`src/rtl/sburst_sram.sv`:
```
module sburst_sram #(
  parameter int ADDR_W = 8,
  parameter int LANE_W = 8,
  parameter int LANES  = 2
) (
  input  logic                     clk,
  input  logic                     rst_n,
  input  logic [ADDR_W-1:0]        addr,
  input  logic                     ce1_n,
  input  logic                     ce2,
  input  logic                     ce3_n,
  input  logic                     strb_cpu_n,
  input  logic                     strb_ctl_n,
  input  logic                     adv_n,
  input  logic                     gw_n,
  input  logic                     bwe_n,
  input  logic [LANES-1:0]         bsel_n,
  input  logic                     oe_n,
  input  logic [LANES*LANE_W-1:0]  dq_in,
  output logic [LANES*LANE_W-1:0]  dq_out,
  output logic                     dq_oe
);
  localparam int DATA_W = LANES * LANE_W;
  localparam int DEPTH  = 1 << ADDR_W;
  localparam int HI_W   = ADDR_W - 2;

  logic [DATA_W-1:0] mem [DEPTH];
  logic [HI_W-1:0]   hi_q;
  logic [1:0]        cnt_q;
  logic              sel_q, rd_q, mask_q;
  logic [LANES-1:0]  lane_we;

  wire chip_on = !ce1_n && ce2 && !ce3_n;
  wire go_cpu  = !strb_cpu_n && !ce1_n;
  wire go_ctl  = !strb_ctl_n && strb_cpu_n;
  wire go      = go_cpu || go_ctl;
  wire bump    = !go && sel_q && !adv_n;
  wire live    = go ? chip_on : sel_q;

  wire [1:0]        cnt_nx = go ? addr[1:0] : (bump ? cnt_q + 2'd1 : cnt_q);
  wire [HI_W-1:0]   hi_nx  = go ? addr[ADDR_W-1:2] : hi_q;
  wire [ADDR_W-1:0] wr_a   = {hi_nx, cnt_nx};
  wire [ADDR_W-1:0] rd_a   = {hi_q, cnt_q};

  always_comb begin
    for (int i = 0; i < LANES; i++)
      lane_we[i] = !gw_n || (!bwe_n && !bsel_n[i]);
    if (!live || go_cpu) lane_we = '0;
  end

  for (genvar g = 0; g < LANES; g++) begin : g_lane
    always_ff @(posedge clk)
      if (lane_we[g]) mem[wr_a][g*LANE_W +: LANE_W] <= dq_in[g*LANE_W +: LANE_W];
  end

  always_ff @(posedge clk or negedge rst_n)
    if (!rst_n) begin
      sel_q  <= 1'b0;
      rd_q   <= 1'b0;
      mask_q <= 1'b0;
      hi_q   <= '0;
      cnt_q  <= '0;
    end else begin
      sel_q  <= live;
      rd_q   <= live && (lane_we == '0);
      mask_q <= go && chip_on && !sel_q;
      hi_q   <= hi_nx;
      cnt_q  <= cnt_nx;
    end

  assign dq_oe  = sel_q && rd_q && !mask_q && !oe_n;
  assign dq_out = dq_oe ? mem[rd_a] : '0;
endmodule


```
`config.mk`:
```
export PLATFORM = sky130hd
export DESIGN_NAME = sburst_sram
export DESIGN_NICKNAME = d
export VERILOG_FILES = /design/src/rtl/sburst_sram.sv
export SDC_FILE = /design/constraint.sdc
export NUM_CORES = 2
export LEC_CHECK = 0
export BUFFER_PORTS_ARGS = -buffer_cell sky130_fd_sc_hd__buf_2
export CAP_MARGIN = 5
export CORE_ASPECT_RATIO = 0.6
export CORE_MARGIN = 3
export CORE_UTILIZATION = 55
export DETAILED_ROUTE_END_ITERATION = 12
export GPL_TIMING_DRIVEN = 0
export PLACE_DENSITY_LB_ADDON = 0.12
export SYNTH_ARGS = -nofsm -noshare
export SYNTH_HDL_FRONTEND = slang
export SYNTH_SLANG_ARGS = --single-unit
```
`constraint.sdc`:
```
create_clock -name clk -period 3.5 [get_ports clk]
set_clock_uncertainty 0.2 [all_clocks]
set_input_delay 1.05 -clock clk [delete_from_list [all_inputs] [get_ports clk]]
set_output_delay 1.05 -clock clk [all_outputs]
set_load 0.01 [all_outputs]
```
==> impl_metrics.json <==
{
  "status": "complete, but fails checks",
  "violations": "max-capacitance violations, negative setup slack",
  "synthArstFlopShare": 0.00268,
  "multi_input_gate_area_um2": 40700,
  "synth.largest_area_cell": "sky130_fd_sc_hd__edfxtp_1",
  "vias": 97619,
  "ys_types": 76,
  "max_slew_margin": 0.00359,
  "synth_top_flop_cell": "sky130_fd_sc_hd__edfxtp_1",
  "fillerInstances": 18342,
  "clock_tree_from_tritoncts": "done",
  "power_density_nw_per_um2": 583,
  "post-route-drc-count": 0,
  "fp.dieH_um": 426,
  "synth-edff-count": 4096,
  "layout.cells.non_filler": 13113,
  "final_nets": 8923,
  "synthesis.yosys.warnings": 0,
  "worst_pin_slew_ns": 1.49,
  "grt_first_pass_wirelength_um": 839000,
  "detail_route.iter0.violations": 20479,
  "area_delta_synth_final_pct": 20.9,
  "dp_cell_count": 11912,
  "yosys.area_share.xor_xnor": 0.000109,
  "ys_top_cells_by_area": "sky130_fd_sc_hd__edfxtp_1, sky130_fd_sc_hd__mux4_2, sky130_fd_sc_hd__mux2i_1, sky130_fd_sc_hd__mux4_1, sky130_fd_sc_hd__nor2_1",
  "net-switching-power_mw": 31.0,
  "worstHoldPathType": "input port to flop",
  "critical_path_arrival_ns": 5.95,
  "worstHoldPathCells": 1,
  "endpoint_kind": "output pin",
  "synth.mux.area_fraction": 0.150,
  "total_clock_buffers_created_by_cts": 367,
  "drt-vias-per-instance": 7.44,
  "synth.cell_area_um2": 161000,
  "floorplan.core_area_um2": 291000,
  "synth_top_family_by_area": "multiplexers",
  "clk-insertion-delay-late_ns": 0.98,
  "root_buffer": "sky130_fd_sc_hd__clkbuf_16",
  "finalWeightedCongestion": 1.10,
  "ff2ff_path_depth": 13,
  "sequential_cell_area_um2": 123000,
  "timing.final.crit_share": 2.06,
  "htreeDepth": 5,
  "io_buffer_count": 53,
  "groute.usage.overall": 0.432,
  "timing.setup.critical_path_class": "flop to output pin",
  "worstSetupStartpointType": "flop",
  "gr-total-overflow": 0,
  "routedWlPerCell_um": 50.0,
  "cts_max_path_buffers": 4,
  "synth_compound_gate_area_share": 0.0294,
  "maxCapViolations": 1,
  "via_count_of_the_first_global_routing_pass": 86899,
  "ir_drop_mv": 0.627,
  "synth_top_area_frac": 0.762,
  "cp_data_required_time_ns": 2.25,
  "share_comb_of_total_power": 0.157,
  "timing.final.crit_period_ns": 7.20,
  "ant_nets": 0,
  "clkTransAtPathRegs_ns": 0.07,
  "dp_wirelength_um": 455000,
  "antenna_found_initial": 61,
  "leakage_nw": 61.2,
  "rsz0062_at_grt": "true",
  "ys_seq_area_frac": 0.764,
  "clkSinkCount": 4107,
  "grt_max_degree": 147,
  "totalNegativeSetupSlack_ns": -626.67,
  "postSynthNetCount": 7959,
  "internal-power_mw": 82.7,
  "crit_fanout": 10,
  "number_of_synthesized_register_bits": 4107,
  "final_hold_vios": 0,
  "max_freq_mhz": 139,
  "setup_violations": 3784,
  "design.portCount": 54,
  "seq_power_share": 0.476,
  "netlist_instances": 7922,
  "place_ws_ns": -4.60,
  "maxSlewViolCount": 0,
  "wire_length_reported_by_the_detailed_router_um": 656000,
  "setup_slack_ns": -3.70,
  "p_clk_frac": 0.367,
  "yosys.area_share.adder": 0,
  "drt-pass1-iter-count": 10,
  "die_area_um2": 300000,
  "basic_gate_share_of_the_synthesized_area_counting_and_or_nand_and_nor_cells": 0.0334,
  "sw_frac_of_total": 0.273,
  "post_synth.cell_area_avg_um2": 20.4,
  "initial_utilization": 0.555,
  "placement_rows": 153,
  "final_layout_size_suffix_gt1_frac": 0.346,
  "fp.dieW_um": 705
}
-- timing repair --
action	in CTS	in global routing
gates resized for setup	1695	492
hold buffers	1	0
buffers inserted	338	142
hold endpoints to repair	11	0
endpoints found under the setup margin	4112	3956
pin swaps	284	132
gates cloned	0	2
-- power groups by stage --
stage                     sequential (mW)  combinational [mW]  clock (mW)
after global placement               55.4                13.8           0
final                                54.1                17.9        41.8
after detailed placement             55.2                14.2           0
after floorplan                      55.2                6.36           0
after CTS                            54.1                15.6        41.5
after global routing                 54.1                17.3        43.5
-- layout by cell type, fill, tap and decap left out, drive strengths merged, types with 52 or more instances in the layout --
| cell type | count |
|---|---|
| a211oi | 61 |
| a21oi | 107 |
| buf | 939 |
| clkbuf | 590 |
| clkinv | 144 |
| diode | 60 |
| edfxtp | 4096 |
| mux2i | 547 |
| mux4 | 792 |
| nand2 | 222 |
| nand3 | 52 |
| nor2 | 629 |
| nor3 | 193 |
| o21ai | 99 |
| o221ai | 150 |
| o22ai | 148 |
-- path summary, 6_finish.rpt --
kind / start / end / slack [ns]
min in group asynchronous: rst_n / hi_q[0] / 0.36
max reg2reg: cnt_q[0] / mem[249][13] / -0.44
max: cnt_q[1] / dq_out[2] / -3.70
min reg2reg: sel_q / mask_q / 0.36
max in group asynchronous: rst_n / hi_q[4] / 2.35
min: dq_in[7] / mem[161][7] / 0.08
-- cells by family after synthesis --
family / after synthesis
xor+xnor: 2
compound gates: 693
simple gates: 1236
buf+inv: 506
flops: 4107
mux: 1378
-- sequential cells by signal (all words and copies together), names as in the netlist --
name	count
hi_q	6
rd_q	1
sel_q	1
mem	4096
mask_q	1
cnt_q	2
-- cell type report --
type,count,area share
buffer,494,0.0320
sequential,4107,0.632
inverter,10,0.000276
clock inverter,216,0.0117
clock buffer,445,0.0494
antenna,60,0.000769
timing repair buffer,597,0.0410
multi-input combinational,3309,0.208
tap,3875,0.0248
-- metal layers --
metal	vias to the layer above	track usage	wire [um]	part of all wire
met1	50862	0.601	236000	0.36
met5	-	0.0573	4120	0.0063
met4	75	0.163	31800	0.048
li1	35020	-	-	-
met2	10172	0.517	241000	0.37
met3	1490	0.300	143000	0.22
-- worst max-delay path, stage by stage, from the launching register on --
cell and delay (ns):
sky130_fd_sc_hd__dfrtp_1 0.38, sky130_fd_sc_hd__buf_12 0.18, sky130_fd_sc_hd__nand2_2 0.12, sky130_fd_sc_hd__clkbuf_2 0.47
sky130_fd_sc_hd__o22ai_2 0.52, sky130_fd_sc_hd__o22ai_2 0.23, sky130_fd_sc_hd__a211oi_4 0.48, sky130_fd_sc_hd__nand4_1 0.92
sky130_fd_sc_hd__nand4b_1 1.09, sky130_fd_sc_hd__o31ai_4 0.34, sky130_fd_sc_hd__buf_2 0.20
-- cell usage after synthesis (all sizes together) (25+ instances only) --
library cell,number
nand2,222
mux4,792
a31oi,35
nor3,193
edfxtp,4096
o31ai,25
a21oi,107
o21ai,99
clkbuf,145
nor2,629
a211oi,61
o22ai,148
mux2,39
and2,36
buf,344
mux2i,547
o221ai,150
nand3,52
-- metrics by stage --
| stage | area, um2 | hold slack (ns) | utilization | power (mW) |
|---|---|---|---|---|
| finish | 195000 | 0.0790 | 0.671 | 114 |
| global route | 195000 | 0.0743 | 0.671 | 115 |
| CTS | 192000 | 0.0552 | 0.659 | 111 |
| detailed placement | 168000 | 0.345 | 0.579 | 69.4 |
| global placement | 167000 | 0.306 | 0.573 | 69.2 |
| floorplan | 162000 | 0.273 | - | 61.5 |
(Power assumes the default switching activity.)
